**src/rtl/dac8_pkg.sv**
```systemverilog
package dac8_pkg;
  localparam int CMD_W   = 4;
  localparam int ADDR_W  = 4;
  localparam int VAL_W   = 12;
  localparam int CFG_W   = 8;
  localparam int PAD_W   = 4;
  localparam int FRAME_W = PAD_W + CMD_W + ADDR_W + VAL_W + CFG_W;
  localparam longint SPI_MAX_HZ = 50_000_000;

  typedef enum logic [1:0] {
    ST_IDLE  = 2'd0,
    ST_SHIFT = 2'd1,
    ST_GAP   = 2'd2
  } xfer_state_e;

  function automatic int half_cycles(input longint sys_hz, input longint spi_hz);
    longint h;
    h = (sys_hz + 2 * spi_hz - 1) / (2 * spi_hz);
    return (h < 1) ? 1 : int'(h);
  endfunction
endpackage

```
**src/rtl/dac8_frame_pack.sv**
```systemverilog
module dac8_frame_pack
  import dac8_pkg::*;
(
  input  logic [CMD_W-1:0]   cmd,
  input  logic [ADDR_W-1:0]  addr,
  input  logic [VAL_W-1:0]   value,
  input  logic [CFG_W-1:0]   cfg,
  output logic [FRAME_W-1:0] word
);
  always_comb begin
    word = {{PAD_W{1'b0}}, cmd, addr, value, cfg};
  end
endmodule

```
**src/rtl/dac8_sclk_gen.sv**
```systemverilog
module dac8_sclk_gen #(
  parameter int HALF = 2
) (
  input  logic clk,
  input  logic rst,
  input  logic run,
  output logic tick
);
  localparam int CNT_W = (HALF > 1) ? $clog2(HALF) : 1;
  localparam logic [CNT_W-1:0] LAST = CNT_W'(HALF - 1);

  logic [CNT_W-1:0] cnt;

  assign tick = run && (cnt == LAST);

  always_ff @(posedge clk) begin
    if (rst || !run) begin
      cnt <= '0;
    end else if (tick) begin
      cnt <= '0;
    end else begin
      cnt <= cnt + 1'b1;
    end
  end
endmodule

```
**src/rtl/dac8_shift_ctrl.sv**
```systemverilog
module dac8_shift_ctrl
  import dac8_pkg::*;
(
  input  logic               clk,
  input  logic               rst,
  input  logic               enable,
  input  logic [FRAME_W-1:0] word_in,
  input  logic               tick,
  output logic               run,
  output logic               ready,
  output logic               sclk,
  output logic               mosi,
  output logic               ss_n
);
  localparam int BIT_W = $clog2(FRAME_W);
  localparam logic [BIT_W-1:0] LAST_BIT = BIT_W'(FRAME_W - 1);

  xfer_state_e      st;
  logic [FRAME_W-1:0] sh;
  logic [BIT_W-1:0] bit_idx;
  logic             gap_half;

  assign run = (st != ST_IDLE);

  always_ff @(posedge clk) begin
    if (rst) begin
      st       <= ST_IDLE;
      ready    <= 1'b1;
      ss_n     <= 1'b1;
      sclk     <= 1'b1;
      mosi     <= 1'b0;
      sh       <= '0;
      bit_idx  <= '0;
      gap_half <= 1'b0;
    end else begin
      unique case (st)
        ST_IDLE: begin
          if (enable) begin
            sh      <= word_in;
            mosi    <= word_in[FRAME_W-1];
            ss_n    <= 1'b0;
            ready   <= 1'b0;
            bit_idx <= '0;
            st      <= ST_SHIFT;
          end
        end
        ST_SHIFT: begin
          if (tick) begin
            if (sclk) begin
              sclk <= 1'b0;
            end else begin
              sclk <= 1'b1;
              if (bit_idx == LAST_BIT) begin
                st       <= ST_GAP;
                ss_n     <= 1'b1;
                mosi     <= 1'b0;
                gap_half <= 1'b0;
              end else begin
                sh      <= {sh[FRAME_W-2:0], 1'b0};
                mosi    <= sh[FRAME_W-2];
                bit_idx <= bit_idx + 1'b1;
              end
            end
          end
        end
        ST_GAP: begin
          if (tick) begin
            if (gap_half) begin
              st    <= ST_IDLE;
              ready <= 1'b1;
            end else begin
              gap_half <= 1'b1;
            end
          end
        end
        default: st <= ST_IDLE;
      endcase
    end
  end
endmodule

```
**src/rtl/dac8_spi_writer.sv**
```systemverilog
module dac8_spi_writer
  import dac8_pkg::*;
#(
  parameter longint SYS_CLK_HZ = 100_000_000,
  parameter longint SPI_CLK_HZ = 25_000_000
) (
  input  logic        clk,
  input  logic        rst,
  input  logic        enable,
  input  logic [3:0]  cmd,
  input  logic [3:0]  addr,
  input  logic [11:0] value,
  input  logic [7:0]  cfg,
  output logic        ready,
  output logic        sclk,
  output logic        mosi,
  output logic        ss_n
);
  localparam int HALF = half_cycles(SYS_CLK_HZ, SPI_CLK_HZ);

  generate
    if (SPI_CLK_HZ > SPI_MAX_HZ || SPI_CLK_HZ <= 0) begin : g_bad_rate
      $error("dac8_spi_writer: SPI clock out of range (R5)");
    end
  endgenerate

  logic [FRAME_W-1:0] word;
  logic               run;
  logic               tick;

  dac8_frame_pack u_pack (
    .cmd   (cmd),
    .addr  (addr),
    .value (value),
    .cfg   (cfg),
    .word  (word)
  );

  dac8_sclk_gen #(.HALF(HALF)) u_div (
    .clk  (clk),
    .rst  (rst),
    .run  (run),
    .tick (tick)
  );

  dac8_shift_ctrl u_ctrl (
    .clk     (clk),
    .rst     (rst),
    .enable  (enable),
    .word_in (word),
    .tick    (tick),
    .run     (run),
    .ready   (ready),
    .sclk    (sclk),
    .mosi    (mosi),
    .ss_n    (ss_n)
  );
endmodule

```
**config.mk**
```make
export PLATFORM = sky130hd
export DESIGN_NAME = dac8_spi_writer
export DESIGN_NICKNAME = d
export VERILOG_FILES = /design/src/rtl/dac8_pkg.sv /design/src/rtl/dac8_frame_pack.sv /design/src/rtl/dac8_sclk_gen.sv /design/src/rtl/dac8_shift_ctrl.sv /design/src/rtl/dac8_spi_writer.sv
export SDC_FILE = /design/constraint.sdc
export NUM_CORES = 1
export LEC_CHECK = 0
export BUFFER_PORTS_ARGS = -buffer_cell sky130_fd_sc_hd__buf_2
export CORE_MARGIN = 8
export CORE_UTILIZATION = 49
export CTS_BUF_LIST = sky130_fd_sc_hd__clkbuf_8 sky130_fd_sc_hd__clkbuf_16
export DETAILED_ROUTE_END_ITERATION = 7
export PLACE_DENSITY = 0.75
export SLEW_MARGIN = 20
export SYNTH_ARGS = -nofsm -noshare
export SYNTH_HDL_FRONTEND = slang
export SYNTH_SLANG_ARGS = --single-unit
export TNS_END_PERCENT = 20
```
**constraint.sdc**
```tcl
create_clock -name clk -period 2 [get_ports clk]
set_input_delay 0.2 -clock clk [delete_from_list [all_inputs] [get_ports clk]]
set_output_delay 0.2 -clock clk [all_outputs]
set_load 0.05 [all_outputs]
```
# Word-level counts from Yosys, hierarchy flattened
# Index checks and enable logic that the tools add are counted.
totals:
  regBits: 44
  in_bits: 31
  output_inout_bits: 4
op_classes:
  addsub: 2
  eq_ne: 10
  mux: 35
  n_reduce_logical: 16
op_table:
  columns: ["op", "count"]
  rows:
  - ["two-way mux 31 bit", 4]
  - ["case mux 31 bit (2 select lines)", 1]
  - ["two-way mux 5 bit", 4]
  - ["AND reduction 5 bit", 3]
  - ["two-way mux 1 bit", 14]
  - ["two-way mux 2 bit", 6]
  - ["!= test 2 bit (second input constant)", 5]
  - ["case mux 5 bit (2 select lines)", 1]
  - ["case mux 1 bit (2 select lines)", 4]
  - ["AND reduction 4 bit", 2]
  - ["nonzero test 2 bit", 4]
  - ["case mux 2 bit (3 select lines)", 1]
  - ["AND reduction 6 bit", 1]
  - ["adder 5 x 1 -> 5 bit (second input constant)", 1]
  - ["equality test 5 bit (second input constant)", 1]
  - ["!= test 2 x 1 -> 1 bit (second input constant)", 2]
  - ["equality test 2 x 1 -> 1 bit (second input constant)", 1]
  - ["equality test 2 bit (second input constant)", 1]
  - ["logical NOT 2 bit", 1]
  - ["AND reduction 2 bit", 1]
  - ["OR reduction 2 bit", 1]
  - ["adder 1 bit (second input constant)", 1]
  - ["logical AND 1 bit", 1]
  - ["logical NOT 1 bit", 1]
  - ["logical OR 1 bit", 1]

# Logic depth before layout (Yosys ltp)
# Gate-level depths: netlist of run 1.
logic_depth:
  word_depth: 5
  mapped_depth: 8
  mapped_depth_nobuf: 7

# Modules after synthesis
# Synthesis of run 1 repeated with hierarchy kept, for this count alone.
hier_totals:
  cells_unflattened: 287
  hier_area_um2: 2725.1
modules_own_cells:
  columns: ["mod", "instances", "cells_each", "area_each_um2", "seq_area_each_um2"]
  rows:
  - ["dac8_shift_ctrl", 1, 251, 2441.1, 860.8]
  - ["dac8_frame_pack", 1, 33, 244.0, 0.0]
  - ["dac8_sclk_gen", 1, 3, 40.0, 20.0]

# Worst setup path after synthesis of run 1
# Ideal clock, no wire load.
synth_path:
  path_type: "reg-to-reg"
  from: "register u_ctrl.bit_idx[0]"
  to: "register u_ctrl.sh[10]"
  arrival_time_ps: 1811
  required_ps: 1862
  slack_ps: 51
  stages_incl_launch_ff: 8
  period_less_slack_ps: 1949
  cell_sequence: "dfxtp_1 -> ha_1 -> and3_1 -> ha_1 -> nand4bb_4 -> a21oi_4 -> clkbuf_1 -> a211oi_1"
synth_via:
  elab_chain_len: 3
synth_lines:
  columns: ["item", "line", "text"]
  rows:
  - ["start, declared", "dac8_shift_ctrl.sv:20", "logic [BIT_W-1:0] bit_idx;"]
  - ["start signal, assigned", "dac8_shift_ctrl.sv:61", "bit_idx <= bit_idx + 1'b1;"]
  - ["equality test 5 bit", "dac8_shift_ctrl.sv:53", "if (bit_idx == LAST_BIT) begin"]
  - ["!= test 2 bit (no source line)", null, null]
  - ["AND reduction 5 bit (no source line)", null, null]
  - ["end signal, assigned", "dac8_shift_ctrl.sv:39", "sh <= word_in;"]
  - ["end signal, assigned", "dac8_shift_ctrl.sv:59", "sh <= {sh[FRAME_W-2:0], 1'b0};"]
  - ["end, declared", "dac8_shift_ctrl.sv:19", "logic [FRAME_W-1:0] sh;"]
# Every way passes these cells.
# A chain may end at the register's enable or synchronous reset.

# Worst setup path in the final report of run 1
layout_path:
  from: "register u_ctrl.bit_idx[1]"
  to: "register u_ctrl.sh[13]"
# Same word-level chain as after synthesis.

==> results of run 1 <==
## layout make-up
type	count	area, um^2
Multi-Input combinational cell	139	1040
Fill cell	330	1490
Tap cell	50	62.6
Clock inverter	3	38.8
Timing Repair Buffer	49	352
Inverter	2	7.51
Clock buffer	5	68.8
Sequential cell	44	881
## worst paths after layout
path	cells past startpoint	slack, ns	start	end
worst max-delay path	9	0.09	u_ctrl.bit_idx[1]	u_ctrl.sh[13]
worst min-delay path	3	0.17	cfg[0]	u_ctrl.sh[0]
worst max register to register	9	0.09	u_ctrl.bit_idx[1]	u_ctrl.sh[13]
worst min register to register	2	0.44	u_ctrl.ready	u_ctrl.ready
## worst min-delay path: stages
cell and delay [ns]:
sky130_fd_sc_hd__buf_2 0.08, sky130_fd_sc_hd__a32oi_1 0.07, sky130_fd_sc_hd__nor2_1 0.07
## sequential cells by signal, indices dropped and copies added (netlist names)
signal           cells
u_ctrl.bit_idx       5
u_ctrl.gap_half      1
u_ctrl.mosi          1
u_ctrl.ready         1
u_ctrl.sclk          1
u_ctrl.sh           31
u_ctrl.ss_n          1
u_ctrl.st            2
u_div.cnt            1
## repair_timing
action,in CTS,in global routing
endpoints found under the hold margin,0,0
cloned,0,3
buffers inserted,0,2
pin swaps,1,4
gates resized for setup,0,14
setup endpoints to repair,2,23
## cell usage in the layout, fill, tap and decap left out, drive strengths merged, types with 2 or more instances in the layout
cell type and instances:
a211oi 28, a21oi 7, a22oi 5, a31oi 2
and2b 2, buf 47, clkbuf 7, dfxtp 44
ha 2, inv 3, mux2i 28, nand2 6
nand2b 2, nor2 35, nor2b 2, nor3 3
o21ai 5
## stage by stage
| step | total power [mW] | utilization | std cells | hold WS (ns) |
|---|---|---|---|---|
| after global placement | 1.24 | 0.558 | 279 | 0.432 |
| after CTS | 1.90 | 0.585 | 287 | 0.157 |
| after floorplan | 1.17 | - | 201 | 0.366 |
| after detailed placement | 1.24 | 0.558 | 279 | 0.432 |
| after global routing | 2.02 | 0.622 | 292 | 0.179 |
| final | 1.93 | 0.622 | 292 | 0.171 |
## logic make-up after synthesis
kind of cell             after synthesis  share of synthesized area
buffers and inverters                 18                     0.0484
flip-flops                            44                      0.448
AND/OR/NAND/NOR                       58                      0.162
XOR/XNOR                               1                    0.00446
multiplexers                          28                      0.143
adder cells (fa/ha/maj)                2                     0.0127
AO/OA/AOI/OAI                         50                      0.181
## synthesized netlist by cell type
| cell | number |
|---|---|
| sky130_fd_sc_hd__nand4bb_4 | 1 |
| sky130_fd_sc_hd__a211oi_1 | 28 |
| sky130_fd_sc_hd__nand2b_4 | 1 |
| sky130_fd_sc_hd__mux2i_1 | 28 |
| sky130_fd_sc_hd__and3_1 | 1 |
| sky130_fd_sc_hd__dfxtp_1 | 44 |
| sky130_fd_sc_hd__nor3_4 | 1 |
| sky130_fd_sc_hd__nand3b_4 | 1 |
| sky130_fd_sc_hd__nand2b_1 | 1 |
| sky130_fd_sc_hd__buf_2 | 4 |
| sky130_fd_sc_hd__a21oi_1 | 6 |
| sky130_fd_sc_hd__nand2_1 | 6 |
| sky130_fd_sc_hd__nor4bb_1 | 1 |
| sky130_fd_sc_hd__xnor2_1 | 1 |
| sky130_fd_sc_hd__a221oi_1 | 1 |
| sky130_fd_sc_hd__nor2_1 | 35 |
| sky130_fd_sc_hd__nor3_1 | 2 |
| sky130_fd_sc_hd__a21oi_4 | 1 |
| sky130_fd_sc_hd__a32oi_1 | 1 |
| sky130_fd_sc_hd__inv_1 | 2 |
| sky130_fd_sc_hd__a21o_1 | 1 |
| sky130_fd_sc_hd__or2b_1 | 1 |
| sky130_fd_sc_hd__buf_4 | 4 |
| sky130_fd_sc_hd__nor2b_1 | 2 |
| sky130_fd_sc_hd__nand3_1 | 1 |
| sky130_fd_sc_hd__a22oi_1 | 5 |
| sky130_fd_sc_hd__buf_6 | 1 |
| sky130_fd_sc_hd__ha_1 | 2 |
| sky130_fd_sc_hd__o21ai_0 | 5 |
| sky130_fd_sc_hd__or3b_1 | 1 |
| sky130_fd_sc_hd__nand4_1 | 1 |
| sky130_fd_sc_hd__a31oi_1 | 2 |
| sky130_fd_sc_hd__clkbuf_1 | 7 |
| sky130_fd_sc_hd__and2b_1 | 2 |
## power breakdown
part           internal, mW  switching [mW]  total [mW]
sequential            0.930          0.0369       0.967
combinational         0.148           0.159       0.307
clock                 0.366           0.295       0.661
total                  1.44           0.491        1.93
## routing by layer
metal / GRT usage / wire length, um
met1: 0.149 / 2020
met2: 0.213 / 2010
met3: 0.0485 / 189
met4: 0.0556 / 65
met5: 0 / 0
==> qor.log, run 1 <==
INFO  synth          mean_instance_size_in_the_synthesized_netlist=9.78um^2
INFO  worst_setup_path timing.critical_path.from_type=register
INFO  cts            cts_hold_buffers=0
INFO  worst_setup_path worst_path_largest_cell_delay=0.33ns
INFO  worst_setup_path critical_path.endpoint_type=register
INFO  sta            skew=0.00695ns
INFO  power_and_ir_drop pwr_density_cell=789nW/um^2
INFO  layout         final_layout_size_suffix_gt1_frac=0.298
INFO  grt            globalRoute.totalOverflow=0
INFO  power_and_ir_drop p_leak=1.08nW
INFO  route          postRouteAntennaNets=0
INFO  grt            vias_in_the_first_global_route=1502
INFO  sta            max_freq=523MHz
INFO  route          avgRoutedWirePerCell=14.7um
INFO  die            chipHeight=79.3um
INFO  layout         syn_to_final_growth=24.8%
INFO  sta            relSlewSlack=0.710
INFO  route          drt_first_iter_violations=116
INFO  sta            sum_of_negative_setup_slack=0ns
INFO  cts            root_buffer=sky130_fd_sc_hd__clkbuf_8
INFO  placed_design  preCtsSetupSlack=0.0170ns
INFO  die            die_w=79.3um
INFO  run            cap_viol_max_count=0
INFO  layout         n_antenna_cell=0
INFO  sta            grt_setup_unrepaired=false
INFO  run_status     run_status=finished clean
INFO  grt            maximum_number_of_pins_on_one_net_before_global_route_repair=37
INFO  cts            clk_pin_slew_worst_setup_hold_paths=0.08ns
INFO  die            starting_density_of_the_core=0.499
INFO  sta            final_worst_path_period_need=1.91ns
INFO  cts            cts_tree=done
INFO  power_and_ir_drop max-vdd-ir-drop=0.000540V
INFO  placed_design  globalplace.congestion=0.778
INFO  cts            tritoncts_buffers=5
INFO  synth          synthDominantAreaCellType=sky130_fd_sc_hd__dfxtp_1
INFO  cts            clock_insertion_delay_worst_skew=0.30ns
INFO  worst_setup_path cell_breakdown_of_the_critical_path=ha_2 -> and3_1 -> ha_1 -> nand4bb_4 -> a21oi_4 -> buf_12 -> clkbuf_16 -> nor2_1 -> a211oi_1
INFO  sta            worst-slew-pin-transition=0.435ns
INFO  synth          synthDominantCellAreaShare=0.448
INFO  die            fp-row-count=23
INFO  cts            clock_tree.htree_level_count=2
INFO  synth          syn_nets=234
INFO  layout         num-nets-final=274
INFO  synth          synth.top_cells.by_area=sky130_fd_sc_hd__dfxtp_1 (45%), sky130_fd_sc_hd__mux2i_1 (14%), sky130_fd_sc_hd__a211oi_1 (11%), sky130_fd_sc_hd__nor2_1 (6.7%), sky130_fd_sc_hd__a22oi_1 (1.9%)
INFO  route          detail_route.wirelength=4290um
INFO  worst_setup_path path_max_fanout=8
INFO  die            design.die.area=6290um^2
INFO  worst_setup_path cp.required=2.21ns
INFO  placed_design  dp.final_hpwl=2780um
INFO  route          routed_via_density=5.42
INFO  route          drt-pass1-iter-count=4
INFO  sta            min_period_over_period=0.956
INFO  cts            clock_tree.buffer_depth=2
INFO  grt            initial_antenna_violation_count=0
INFO  die            core_region_area=3940um^2
INFO  synth          yosys_warnings=0
INFO  worst_setup_path timing.critical_path.slowest_stage_cell=sky130_fd_sc_hd__dfxtp_1
INFO  synth          syn_area=1970um^2
INFO  worst_setup_path critPathArrivalTime=2.13ns
INFO  synth          synthDistinctLibCells=34
INFO  placed_design  port-buffer-count=34
INFO  sta            timing.final.ws_setup=0.0883ns
INFO  placed_design  post_dp_cell_area=2200um^2
INFO  route          drc=0
INFO  route          overall_via_count_from_detail_route=1584
INFO  synth          synthCells=201
INFO  worst_setup_path critical_path.top_delay_family=simple AND/OR/NAND/NOR gates
INFO  worst_setup_path timing_worst_setup_path_type=reg -> reg
INFO  grt            wire_length_of_the_first_global_routing_pass=6570um
INFO  die            pin_count=35
INFO  sta            pins_over_slew_limit=0
INFO  sta            setup_viol_count_final=0
INFO  sta            finalHoldViolCount=0
INFO  cts            cts.sink_count=44
INFO  synth          synth.yosys.seq_area_share=0.448
INFO  worst_hold_path type_of_the_most_critical_hold_path=in -> reg
INFO  synth          yosys_register_bits=44
INFO  grt            gr-usage-all-layers=0.130
INFO  worst_setup_path cp.buffers_inverters=2
INFO  layout         final_design_area_no_fill=2450um^2
Note: power is estimated with default switching activity, not from simulation.
==> run 2: changes to the inputs <==
Settings changed: ABC_AREA set to 1, CORE_UTILIZATION 49 to 50.
==> qor.log, run 2 <==
INFO  placed_design  dp.final_hpwl=3040um [was 2780 um]
INFO  grt            gr-usage-all-layers=0.130 [about the same]
INFO  layout         mostFrequentLayoutCell=sky130_fd_sc_hd__nand2_1 [was sky130_fd_sc_hd__dfxtp_1]
INFO  placed_design  globalplace.congestion=0.864 [was 0.778]
INFO  synth          yosys_warnings=0 [unchanged]
INFO  cts            clock_tree.htree_level_count=2 [unchanged]
INFO  worst_setup_path rr_worst_depth=9 [unchanged]
INFO  cts            post_cts_resize_count=0 [unchanged]
INFO  grt            vias_in_the_first_global_route=1851 [was 1502]
INFO  placed_design  port-buffer-count=34 [unchanged]
INFO  die            pin_count=35 [unchanged]
INFO  cts            clock_insertion_delay_worst_skew=0.30ns [about the same]
INFO  layout         largest_register_ffs=31 [unchanged]
INFO  grt            globalRoute.totalOverflow=0 [unchanged]
INFO  cts            cts_hold_buffers=0 [unchanged]
INFO  sta            finalHoldViolCount=0 [unchanged]
INFO  route          highest-signal-layer=met4 [unchanged]
INFO  layout         finish.cell_count_without_fillers=441 [was 292]
INFO  synth          async_flop_share=0 [unchanged]
INFO  synth          synthCells=357 [was 201]
INFO  route          drt_first_iter_violations=182 [was 116]
INFO  worst_hold_path type_of_the_most_critical_hold_path=in -> reg [unchanged]
INFO  worst_setup_path worst-r2r-setup-slack=0.28ns [was 0.09 ns]
INFO  grt            wire_length_of_the_first_global_routing_pass=7800um [was 6570 um]
INFO  power_and_ir_drop pwr_density_cell=940nW/um^2 [was 789 nW/um^2]
INFO  synth          synth.top_cells.by_area=sky130_fd_sc_hd__dfxtp_1 (39%), sky130_fd_sc_hd__nand2_1 (19%), sky130_fd_sc_hd__nor2_1 (12%), sky130_fd_sc_hd__o21ai_0 (6.8%), sky130_fd_sc_hd__inv_1 (6.8%) [was sky130_fd_sc_hd__dfxtp_1 (45%), sky130_fd_sc_hd__mux2i_1 (14%), sky130_fd_sc_hd__a211oi_1 (11%), sky130_fd_sc_hd__nor2_1 (6.7%), sky130_fd_sc_hd__a22oi_1 (1.9%)]
INFO  route          drt-pass1-iter-count=4 [unchanged]
INFO  synth          top_post_synthesis_cells_by_count=sky130_fd_sc_hd__nand2_1 (113), sky130_fd_sc_hd__nor2_1 (71), sky130_fd_sc_hd__dfxtp_1 (44), sky130_fd_sc_hd__inv_1 (41), sky130_fd_sc_hd__o21ai_0 (31) [was sky130_fd_sc_hd__dfxtp_1 (44), sky130_fd_sc_hd__nor2_1 (35), sky130_fd_sc_hd__a211oi_1 (28), sky130_fd_sc_hd__mux2i_1 (28), sky130_fd_sc_hd__clkbuf_1 (7)]
INFO  cts            clock_tree.buffer_depth=2 [unchanged]
INFO  layout         syn_to_final_growth=12.6% [was 24.8%]
INFO  layout         num-nets-final=421 [was 274]
INFO  worst_setup_path critical_path.endpoint_type=register [unchanged]
INFO  layout         largest_register=u_ctrl.sh [unchanged]
INFO  layout         nFillCells=420 [was 330]
INFO  worst_setup_path critPathArrivalTime=1.90ns [was 2.13 ns]
INFO  worst_setup_path cp-endpoint=u_ctrl.ss_n [was u_ctrl.sh[13]]
INFO  sta            grt_setup_unrepaired=false [unchanged]
INFO  route          met1_length=2150um [was 2020 um]
INFO  synth          mean_instance_size_in_the_synthesized_netlist=6.35um^2 [was 9.78 um^2]
INFO  sta            relSlewSlack=0.740 [was 0.710]
INFO  cts            clk_pin_slew_worst_setup_hold_paths=0.08ns [about the same]
INFO  grt            maximum_number_of_pins_on_one_net_before_global_route_repair=49 [was 37]
INFO  worst_setup_path timing_worst_setup_path_type=reg -> reg [unchanged]
INFO  route          postRouteAntennaNets=0 [unchanged]
INFO  route          avgRoutedWirePerCell=10.1um [was 14.7 um]
INFO  die            design.die.area=6950um^2 [was 6290 um^2]
INFO  sta            skew=0.00907ns [was 0.00695 ns]
INFO  worst_setup_path cp.required=2.18ns [was 2.21 ns]
INFO  worst_setup_path startpoint=u_ctrl.bit_idx[1] [unchanged]
INFO  cts            cts_tree=done [unchanged]
INFO  placed_design  place_inst=431 [was 279]
INFO  synth          synthDominantCellAreaShare=0.388 [was 0.448]
INFO  die            fp-row-count=24 [was 23]
INFO  die            die_w=83.4um [was 79.3 um]
INFO  synth          synthDominantAreaCellType=sky130_fd_sc_hd__dfxtp_1 [unchanged]
INFO  layout         biggestRegsByFlops=u_ctrl.sh x31, u_ctrl.bit_idx x5, u_ctrl.st x2 [unchanged]
INFO  sta            setup_viol_count_final=0 [unchanged]
INFO  route          drc=0 [unchanged]
INFO  worst_hold_path worst_hold_path.num_cells=2 [was 3]
INFO  route          routed-wl-met2=1940um [was 2010 um]
INFO  cts            cts.sink_count=44 [unchanged]
INFO  synth          yosys.cell_count.top_type=sky130_fd_sc_hd__nand2_1 [was sky130_fd_sc_hd__dfxtp_1]
INFO  sta            pins_over_slew_limit=0 [unchanged]
INFO  worst_setup_path path_max_fanout=4 [was 8]
INFO  synth          flip_flop_cell_with_the_highest_count_after_synthesis=sky130_fd_sc_hd__dfxtp_1 [unchanged]
INFO  layout         final_layout_size_suffix_gt1_frac=0.144 [was 0.298]
INFO  power_and_ir_drop max-vdd-ir-drop=0.000458V [was 0.000540 V]
INFO  route          overall_via_count_from_detail_route=2100 [was 1584]
INFO  synth          syn_area=2270um^2 [was 1970 um^2]
INFO  layout         final_cell_mix=sky130_fd_sc_hd__nand2_1 (112), sky130_fd_sc_hd__nor2_1 (71), sky130_fd_sc_hd__dfxtp_1 (44) [was sky130_fd_sc_hd__dfxtp_1 (44), sky130_fd_sc_hd__nor2_1 (35), sky130_fd_sc_hd__buf_2 (35)]
INFO  run            cap_viol_max_count=0 [unchanged]
INFO  synth          synthDistinctLibCells=22 [was 34]
INFO  grt            initial_antenna_violation_count=0 [unchanged]
INFO  die            starting_density_of_the_core=0.521 [was 0.499]
INFO  cts            tritoncts_buffers=5 [unchanged]
INFO  die            chipHeight=83.4um [was 79.3 um]
INFO  synth          synth.yosys.seq_area_share=0.388 [was 0.448]
INFO  route          routed_via_density=4.76 [was 5.42]
INFO  sta            sum_of_negative_setup_slack=0ns [unchanged]
INFO  route          met3RoutedLength=293um [was 189 um]
INFO  sta            max_freq=580MHz [was 523 MHz]
INFO  power_and_ir_drop p_leak=1.28nW [was 1.08 nW]
INFO  sta            final_worst_path_period_need=1.72ns [was 1.91 ns]
INFO  worst_setup_path timing.critical_path.from_type=register [unchanged]
INFO  synth          syn_nets=390 [was 234]
INFO  cts            root_buffer=sky130_fd_sc_hd__clkbuf_8 [unchanged]
INFO  sta            min_period_over_period=0.862 [was 0.956]
INFO  run_status     run_status=finished clean [unchanged]
INFO  layout         n_antenna_cell=0 [unchanged]
INFO  sta            worst-slew-pin-transition=0.386ns [was 0.435 ns]
INFO  worst_setup_path r2r_end=u_ctrl.ss_n [was u_ctrl.sh[13]]
INFO  die            core_region_area=4350um^2 [was 3940 um^2]
INFO  synth          synth_edf_count=0 [unchanged]
INFO  route          detail_route.wirelength=4450um [was 4290 um]
INFO  synth          yosys_register_bits=44 [unchanged]
INFO  worst_setup_path rr_startpoint=u_ctrl.bit_idx[1] [unchanged]
[run 2: cell count changes in the layout (fill, tap and decap cells not counted), sizes merged, moves of 5 or more]
cell / before / now
nand3: 1 / 8
o21ai: 5 / 32
a21oi: 7 / 14
nand4: 1 / 8
inv: 3 / 42
mux2i: 28 / 0
a211oi: 28 / 0
nor2: 35 / 72
buf: 47 / 42
a22oi: 5 / 0
nand2: 6 / 113
[run 2: logic make-up after synthesis]
family | share of synthesized area
buffers and inverters | 0.129
DFF | 0.388
AOI/OAI and AO/OA | 0.112
adders and majority gates | 0.0110
and+or+nand+nor | 0.360
[run 2: repair_timing]
item                                   4_1_cts  5_1_grt
setup buffers                                0        2
setup endpoints to repair                    0        9
endpoints found under the hold margin        0        0
[run 2: metal layers]
layer  GRT usage  vias to the layer above
met3      0.0479                        5
met5           0                        -
met1       0.157                      887
met2       0.205                       52
li1            -                     1156
met4      0.0431                        0
[run 2: worst min path at each step]
| stage | slack [ns] | endpoint | startpoint |
|---|---|---|---|
| 2_1_floorplan | 0.43 | u_ctrl.sh[1] | cfg[1] |
| 3_3_place_gp | 0.45 | u_ctrl.sh[0] | u_ctrl.sh[0] |
| 3_5_place_dp | 0.45 | u_ctrl.sh[0] | u_ctrl.sh[0] |
| 4_1_cts | 0.19 | u_ctrl.bit_idx[1] | rst |
| 5_1_grt | 0.21 | u_ctrl.sh[0] | rst |
| 6_report | 0.20 | u_ctrl.bit_idx[1] | rst |
[run 2: report_power, final]
group	internal [mW]	switching, mW	leakage (nW)
Combinational	0.274	0.488	0.864
Sequential	1.01	0.0512	0.362
Clock	0.276	0.299	0.0510
[run 2: cell type report]
cell class	count	area, um^2	area share
multi-input combinational	252	1100	0.430
sequential	44	881	0.345
timing repair buffer	42	255	0.100
inverter	43	161	0.0632
clock buffer	6	82.6	0.0323
tap	52	65.1	0.0255
clock inverter	2	10.0	0.00392
[run 2: per-stage QoR]
stage / power, mW / setup WS [ns] / utilization / instance area, um^2 / hold WS, ns
2_1_floorplan: 1.71 / 0.337 / - / 2270 / 0.430
3_3_place_gp: 1.82 / 0.224 / 0.562 / 2450 / 0.448
3_5_place_dp: 1.83 / 0.164 / 0.562 / 2450 / 0.455
4_1_cts: 2.41 / 0.133 / 0.583 / 2540 / 0.191
5_1_grt: 2.60 / 0.123 / 0.586 / 2550 / 0.210
6_report: 2.40 / 0.276 / 0.586 / 2550 / 0.197
[run 2: worst max-delay path: stages (launching register included)]
cell and delay, ns:
sky130_fd_sc_hd__dfxtp_1 0.39, sky130_fd_sc_hd__ha_1 0.18, sky130_fd_sc_hd__nand2_1 0.07, sky130_fd_sc_hd__nor2_1 0.09, sky130_fd_sc_hd__ha_1 0.27, sky130_fd_sc_hd__inv_1 0.10
sky130_fd_sc_hd__o21ai_0 0.26, sky130_fd_sc_hd__nand3_1 0.11, sky130_fd_sc_hd__nand2_1 0.07, sky130_fd_sc_hd__nand3_1 0.07
